File: config.mk
export PLATFORM = sky130hd
export DESIGN_NAME = keyreg_gate
export DESIGN_NICKNAME = d
export VERILOG_FILES = /design/src/rtl/keyreg_pkg.sv /design/src/rtl/keylock_fsm.sv /design/src/rtl/byte_store.sv /design/src/rtl/keyreg_gate.sv
export SDC_FILE = /design/constraint.sdc
export NUM_CORES = 1
export LEC_CHECK = 0
export CORE_MARGIN = 2
export CORE_UTILIZATION = 44
export CTS_BUF_LIST = sky130_fd_sc_hd__clkbuf_4
export DETAILED_ROUTE_END_ITERATION = 10
export HOLD_SLACK_MARGIN = 0.1
export PLACE_DENSITY = 0.95
export SYNTH_ARGS = -nofsm -noshare
export SYNTH_HDL_FRONTEND = slang
export SYNTH_SLANG_ARGS = --single-unit
File: constraint.sdc
create_clock -name clk -period 2 [get_ports clk]
set_clock_uncertainty 0.15 [all_clocks]
set_input_delay 0.4 -clock clk [delete_from_list [all_inputs] [get_ports clk]]
set_output_delay 0.4 -clock clk [all_outputs]
set_load 0.01 [all_outputs]
File: src/rtl/keyreg_pkg.sv
// Package: shared types for the key-protected control register gate.
// Assumes: two bytes, each with its own three-state lock sequence.
package keyreg_pkg;
    typedef enum logic [1:0] {
        LK_IDLE = 2'd0,  // locked, waiting for first key
        LK_HALF = 2'd1,  // first key seen last cycle
        LK_OPEN = 2'd2   // both keys seen; one write allowed now
    } lock_st_t;

    localparam int NUM_BYTES = 2;
endpackage

File: src/rtl/keylock_fsm.sv
// Module: keylock_fsm
// Tracks the two-value key sequence for one register byte and grants
// exactly one write in the cycle after the second key.
// Assumes: 'hit' is high only for a strobed write aimed at this byte;
// any other cycle breaks the sequence.
module keylock_fsm
    import keyreg_pkg::*;
#(
    parameter int              DW    = 8,
    parameter logic [DW-1:0]   KEY_A = '0,
    parameter logic [DW-1:0]   KEY_B = '0
) (
    input  logic          clk,
    input  logic          rst_n,
    input  logic          hit,
    input  logic [DW-1:0] data,
    output logic          grant
);
    lock_st_t state, state_nx;

    // Next-state: advance only on a matching key aimed at this byte.
    always_comb begin
        state_nx = LK_IDLE;
        case (state)
            LK_IDLE: state_nx = (hit && data == KEY_A) ? LK_HALF : LK_IDLE;
            LK_HALF: state_nx = (hit && data == KEY_B) ? LK_OPEN : LK_IDLE;
            LK_OPEN: state_nx = LK_IDLE;
            default: state_nx = LK_IDLE;
        endcase
    end

    // State register with synchronous reset.
    always_ff @(posedge clk) begin
        if (!rst_n) state <= LK_IDLE;
        else        state <= state_nx;
    end

    // A write is granted only while open and aimed at this byte.
    assign grant = (state == LK_OPEN) && hit;

    // a grant is never followed directly by another grant
    a_r8_single_grant: assert property (@(posedge clk) disable iff (!rst_n)
        grant |=> !grant);
    // a cycle with no write to this byte means no grant next cycle
    a_r5_gap_relocks: assert property (@(posedge clk) disable iff (!rst_n)
        !hit |=> !grant);
    // a grant needs the second key on the previous cycle
    a_r7_key_b_before: assert property (@(posedge clk) disable iff (!rst_n)
        grant |-> $past(hit && data == KEY_B));
endmodule

File: src/rtl/byte_store.sv
// Module: byte_store
// Holds one register byte. Writable positions load on a granted write.
// Status positions follow their inputs each cycle. All else reads 0.
// Assumes: WR_MASK and RO_MASK do not overlap.
module byte_store #(
    parameter int            DW      = 8,
    parameter logic [DW-1:0] WR_MASK = '0,
    parameter logic [DW-1:0] RO_MASK = '0
) (
    input  logic          clk,
    input  logic          rst_n,
    input  logic          we,
    input  logic [DW-1:0] wdata,
    input  logic [DW-1:0] ro_val,
    output logic [DW-1:0] q
);
    logic [DW-1:0] sw_part;

    // Software field: new data when granted, otherwise held.
    always_comb sw_part = we ? (wdata & WR_MASK) : (q & WR_MASK);

    // Register: merge the software field with the sampled status.
    always_ff @(posedge clk) begin
        if (!rst_n) q <= '0;
        else        q <= sw_part | (ro_val & RO_MASK);
    end

    // without a grant the writable field holds
    a_r4_hold: assert property (@(posedge clk) disable iff (!rst_n)
        !we |=> ((q & WR_MASK) == $past(q & WR_MASK)));
    // a grant lands the written bits in the writable field
    a_r3_write_lands: assert property (@(posedge clk) disable iff (!rst_n)
        we |=> ((q & WR_MASK) == ($past(wdata) & WR_MASK)));
    // status positions follow their inputs one cycle later
    a_r10_status_track: assert property (@(posedge clk) disable iff (!rst_n)
        1'b1 |=> ((q & RO_MASK) == ($past(ro_val) & RO_MASK)));
endmodule

File: src/rtl/keyreg_gate.sv
// Module: keyreg_gate (top)
// Key-protected two-byte oscillator control register. Each byte has a
// lock FSM and a store. Select 1 addresses the upper byte.
// Assumes: one bus write per cycle, and status inputs synchronous to clk.
module keyreg_gate
    import keyreg_pkg::*;
#(
    parameter int            DW         = 8,
    parameter int            SEL_W      = 3,
    parameter int            CUR_LSB    = 4,
    parameter int            LOCK_BIT   = 5,
    parameter int            FAIL_BIT   = 3,
    parameter logic [DW-1:0] HI_KEY_A   = 8'h78,
    parameter logic [DW-1:0] HI_KEY_B   = 8'h9A,
    parameter logic [DW-1:0] LO_KEY_A   = 8'h46,
    parameter logic [DW-1:0] LO_KEY_B   = 8'h57,
    parameter logic [DW-1:0] HI_WR_MASK = 8'h07,
    parameter logic [DW-1:0] LO_WR_MASK = 8'hD7
) (
    input  logic                 clk,
    input  logic                 rst_n,
    input  logic                 bus_we,
    input  logic                 bus_sel,
    input  logic [DW-1:0]        bus_wdata,
    input  logic [SEL_W-1:0]     cur_src_i,
    input  logic                 pll_lock_i,
    input  logic                 clk_fail_i,
    output logic [NUM_BYTES-1:0] byte_we_o,
    output logic [DW-1:0]        ctl_hi_o,
    output logic [DW-1:0]        ctl_lo_o
);
    localparam logic [DW-1:0] HI_RO_MASK = DW'(((1 << SEL_W) - 1) << CUR_LSB);
    localparam logic [DW-1:0] LO_RO_MASK = DW'((1 << LOCK_BIT) | (1 << FAIL_BIT));

    logic [DW-1:0] ro_val [NUM_BYTES];
    logic [DW-1:0] q_arr  [NUM_BYTES];

    // Place the status inputs at their bit positions in each byte.
    always_comb begin
        ro_val[1] = '0;
        ro_val[1][CUR_LSB +: SEL_W] = cur_src_i;
        ro_val[0] = '0;
        ro_val[0][LOCK_BIT] = pll_lock_i;
        ro_val[0][FAIL_BIT] = clk_fail_i;
    end

    for (genvar i = 0; i < NUM_BYTES; i++) begin : g_byte
        localparam logic          SEL   = (i == 1);
        localparam logic [DW-1:0] KA    = (i == 1) ? HI_KEY_A   : LO_KEY_A;
        localparam logic [DW-1:0] KB    = (i == 1) ? HI_KEY_B   : LO_KEY_B;
        localparam logic [DW-1:0] WRM   = (i == 1) ? HI_WR_MASK : LO_WR_MASK;
        localparam logic [DW-1:0] ROM   = (i == 1) ? HI_RO_MASK : LO_RO_MASK;

        logic hit;
        // Decode a strobed write aimed at this byte.
        always_comb hit = bus_we && (bus_sel == SEL);

        keylock_fsm #(.DW(DW), .KEY_A(KA), .KEY_B(KB)) u_lock (
            .clk   (clk),
            .rst_n (rst_n),
            .hit   (hit),
            .data  (bus_wdata),
            .grant (byte_we_o[i])
        );

        byte_store #(.DW(DW), .WR_MASK(WRM), .RO_MASK(ROM)) u_store (
            .clk    (clk),
            .rst_n  (rst_n),
            .we     (byte_we_o[i]),
            .wdata  (bus_wdata),
            .ro_val (ro_val[i]),
            .q      (q_arr[i])
        );
    end

    assign ctl_hi_o = q_arr[1];
    assign ctl_lo_o = q_arr[0];

    // at most one byte accepts a write in any cycle
    a_r6_one_byte: assert property (@(posedge clk) disable iff (!rst_n)
        $onehot0(byte_we_o));
    // an upper-byte grant needs a strobed write to the upper byte
    a_r2_hi_needs_write: assert property (@(posedge clk) disable iff (!rst_n)
        byte_we_o[1] |-> (bus_we && bus_sel));
    // reserved upper bits stay clear
    a_r9_reserved_zero: assert property (@(posedge clk) disable iff (!rst_n)
        (ctl_hi_o & ~(HI_WR_MASK | HI_RO_MASK)) == '0);
endmodule

======== After elaboration in Yosys (flattened, before gate mapping) ========
Cells that the tools add are included.
storage, ports and cells
  ROM bits ................................ 0
  flip-flop bits (word level) ............. 20
  bits in writable memories ............... 0
  logic and storage cells ................. 33
  memories ................................ 0
  bits in latches ......................... 0
  output and inout bits ................... 18
operators by class
  eq/ne operators ......................... 8
  shifts and indexed selects .............. 0
  $add $sub $neg .......................... 0
  multiplexer cells ....................... 8
  multiply operators ...................... 0
  divide/modulo/power cells ............... 0
  reduce and logical (&&, ||, !) cells .... 10
  bitwise logic cells ..................... 3
  $lt $le $gt $ge ......................... 0
operators with widths
  operator            count
  $eq 8x7->1 const B  3
  $eq 8x8->1 const B  1
  $logic_and 1x1->1   8
  $mux 8              1
  $or 8x6->8          1
  $or 8x7->8          1
  $pmux 2 s2          2
  $eq 2x1->1 const B  2
  $eq 2x2->1 const B  2
  $logic_not 2->1     2
  $mux 2              2
  $mux 3              1
  $mux 1              2
  $not 1->1           1

======== Longest topological paths before layout ========
Gate-level depths: netlist (run 1).
  depth after elaboration ................. 5
  depth in mapped cells ................... 3
  gate-level depth less buffers ........... 2

======== By module ========
From an unflattened synthesis (run 1), not the netlist that was laid out.
unflattened totals
  cell total of the unflattened synthesis .. 65
  area, all modules ....................... 749.5 µm²
modules (own cells, without submodules)
  module                          sequential area each (µm²)  cells an instance  times used  area each (µm²)
  byte_store (g_byte[0].u_store)  160.2                       23                 1           281.5
  byte_store (g_byte[1].u_store)  120.1                       18                 1           206.4
  keylock_fsm (g_byte[1].u_lock)  40.0                        12                 1           138.9
  keylock_fsm (g_byte[0].u_lock)  40.0                        9                  1           102.6
  keyreg_gate                     0.0                         3                  1           20.0

======== Worst setup path after synthesis (run 1) ========
Ideal clock, no wire load.
  path kind ............................... input port to output port
  start point ............................. input bus_sel
  end point ............................... output byte_we_o[0]
  arrival time ............................ 0.999 ns
  stages on the path ...................... 3
  data required time ...................... 1.450 ns
  slack ................................... 0.451 ns
  cells stage by stage .................... nor4bb_1 > buf_2 > buf_4
on the way
  word-level cells in the longest chain between the ends .. 3
ends and longest elaborated chain
  item                line               source
  start: declaration  keyreg_gate.sv:23  input logic bus_sel,
  $not 1->1           keyreg_gate.sv:56  always_comb hit = bus_we && (bus_sel == SEL);
  $logic_and 1x1->1   keyreg_gate.sv:56
  $logic_and 1x1->1   keylock_fsm.sv:39  assign grant = (state == LK_OPEN) && hit;
  end: declaration    keyreg_gate.sv:28  output logic [NUM_BYTES-1:0] byte_we_o,
No other way between the ends.

======== Final worst setup path (run 1) ========
  start point ............................. input bus_we
  end point ............................... output byte_we_o[1]
on the way
  word-level cells in the longest chain between the ends .. 2
ends and longest elaborated chain
  item                line               source
  start: declaration  keyreg_gate.sv:22  input logic bus_we,
  $logic_and 1x1->1   keyreg_gate.sv:56
  $logic_and 1x1->1   keylock_fsm.sv:39
No other way between the ends.

==> results.txt, run 1 <==
status: complete, no violations
Synth Area in Adders: 0
Reg clk slew, reported paths: 0.10 ns
cell accounting for the most synthesized area: dfxtp_1
Global Route Usage Sum: 0.1960
die area: 0.002015 mm2
Final #Nets: 128
most frequent cell after synthesis: dfxtp_1
leakage: 0.0004354 uW
critical path's top delay family: buffers and inverters
Worst Path Required: 1.45 ns
Initial Util: 0.4773
Port Buf Inserts: 32
# Max-Cap Violations: 0
Max Clock Freq: 513.2 MHz
final instance area: 0.001116 mm2
Vias: 662
setup violators final: 0
CTS tree: built
worst-path maximum fanout: 3
RSZ-0062 raised after global routing: no
post-synthesis simple-gate area fraction: 0.3197
Routed WL: 1.761 mm
Max clock buf depth: 2
placed instance area: 0.001090 mm2
layout cell share with drive strength beyond 1: 0.1455
Final Max Slew Viols: 0
DP HPWL: 1.358 mm
TritonCTS Buffers: 3
post-synthesis mux area share: 0.1224
largest family of logic cells by synthesized area: simple AND/OR/NAND/NOR gates
power per standard cell area: 572.7 mW/mm2
Arr. time, crit path: 1.40 ns
flip-flop and latch area: 360.3 um2
Distinct cells, synth: 20
final cell count without fillers: 126
Site Rows: 14
GPL Wtd Cong: 0.8628
# DRC: 0
Root Buffer Master: clkbuf_4
die height: 44.89 um
slowest CP cell: clkdlybuf4s50_1
die width: 44.89 um
Critical Path Source Type: input port
most frequent cells after synthesis: dfxtp_1 (18), nand2_1 (17), mux2i_1 (9), and2_1 (5), buf_4 (4)
CP Capture Type: output port
Synth Warn #: 0
# Post-CTS Setup Buffers: 0
# H-tree levels: 1
Post-synth ARST share: 0
synthesis-stage register bit count: 18
Placeable Area: 0.001541 mm2
Final Hold Vio Count: 0
Clock Latency Late Sink: 0.30 ns
sequential-to-total area share from yosys stat: 0.4898
Synth Cell Area: 735.7 um2
wire per inst: 13.98 um
crit path time final: 1.949 ns
CTS sink count: 18
worst hold path type: flip-flop to flip-flop
post-synthesis compound-gate area fraction: 0
number of synthesized flops with an enable pin: 0
Synth area leaders: dfxtp_1 (49%), mux2i_1 (12%), nand2_1 (8.7%)
Layout Utilization: 0.7240
Syn Inst Count: 73
dpl cells: 122
first-pass GRT wire length: 2.766 mm
iteration count of the initial detailed-routing pass: 4
cells along the critical path: clkdlybuf4s50_1 > buf_4 > nand4b_1 > inv_1 > clkdlybuf4s15_1
power consumption: 639.2 uW
1st-iter DRT viols: 17
DRT antenna net count: 0
CP Class: input port to output port
Ant. Diodes: 0
largest net degree at the start of global routing: 20
multi-input combinational cell area: 339.1 um2
GRT overflow: 0
vias in the first global route: 621
fin crit share: 0.9743
CP max stage delay: 0.48 ns
peak supply drop: 340.4 uV
Primary FF master, synth: dfxtp_1
Buf+Inv Stages, Crit Path: 4
hold_buf cts: 0
initial antenna violation count: 0
mean post-synth cell area: 10.08 um2
routed vias/inst: 5.254
post-synth top area share: 0.4898
Fin Setup TNS: 0 ns
Synth Area in XOR/XNOR: 0
I/O Pins: 35
fillers: 106
layout overhead on the synthesized area: 51.70%
-- routing by layer --
metal,track usage,wire length (um)
met2,0.3362,918
met1,0.2206,693
met4,0.1412,39
met5,0,0
met3,0.02800,110
-- power breakdown --
part / switching, uW / internal [uW] / leakage [uW] / total, uW
Sequential: 1.10 / 364 / 0.000146 / 365
Combinational: 33.0 / 51.2 / 0.000274 / 84.2
Clock: 118 / 72.8 / 0.0000154 / 190
Total: 152 / 488 / 0.000435 / 639
-- worst paths after layout --
path | slack, ns | from | endpoint | depth (start not counted)
min reg2reg | 0.31 | g_byte[0].u_store.q[2] | g_byte[0].u_store.q[2] | 2
max reg2reg | 0.65 | g_byte[0].u_lock.state[0] | g_byte[0].u_store.q[6] | 4
min | 0.31 | g_byte[0].u_store.q[2] | g_byte[0].u_store.q[2] | 2
max | 0.05 | bus_we | byte_we_o[1] | 5
-- layout by cell type, fill, tap and decap left out, drive strengths merged, types with 2 or more instances in the layout --
master         count
clkdlybuf4s50     29
conb               2
mux2i              9
or3b               2
nand2             17
clkbuf             3
nand4b             3
or4b               2
nor4               4
dfxtp             18
and2               5
buf                8
-- flip-flops by register name (all words and copies together), names as in the netlist --
| signal | count |
|---|---|
| g_byte.u_lock.state | 4 |
| g_byte.u_store.q | 14 |
-- tightest hold or removal path, delay by kind of cell, from the launching register on --
kind | cells | cell delay, ns
mux | 1 | 0.05
flops | 1 | 0.32
simple gates | 1 | 0.05
-- cell families (layout without fill, tap and decap cells) --
group / Yosys count / in the layout
mux: 9 / 9
simple gates: 37 / 37
other cells: 1 / 2
buf+inv: 8 / 44
flops: 18 / 18
-- layout make-up --
cell class / instances / share of cell area
Inverter: 1 / 0.003363
Multi-Input combinational cell: 48 / 0.3038
Clock inverter: 1 / 0.003363
Sequential cell: 18 / 0.3229
Timing Repair Buffer: 39 / 0.3285
Clock buffer: 3 / 0.02018
Tap cell: 16 / 0.01794
-- metrics by stage --
step | setup WS [ns] | hold slack, ns
after floorplan | 0.4513 | 0.2804
after global placement | -0.3335 | 0.2929
after detailed placement | -0.3945 | 0.2999
after CTS | 0.02238 | 0.3139
after global routing | 0.006983 | 0.3362
final | 0.05132 | 0.3117
-- timing repair --
action | in CTS | in global routing
gates resized for setup | 7 | 1
pin swaps | 1 | 0
endpoints found under the setup margin | 2 | 1
Note: power is estimated with default switching activity, not from simulation.
==> inputs of run 2 (changes only) <==
- HOLD_SLACK_MARGIN: 0.1 -> not set
==> results of run 2 <==
Same layout as run 1: the final DEF is identical, and so are final timing and power.
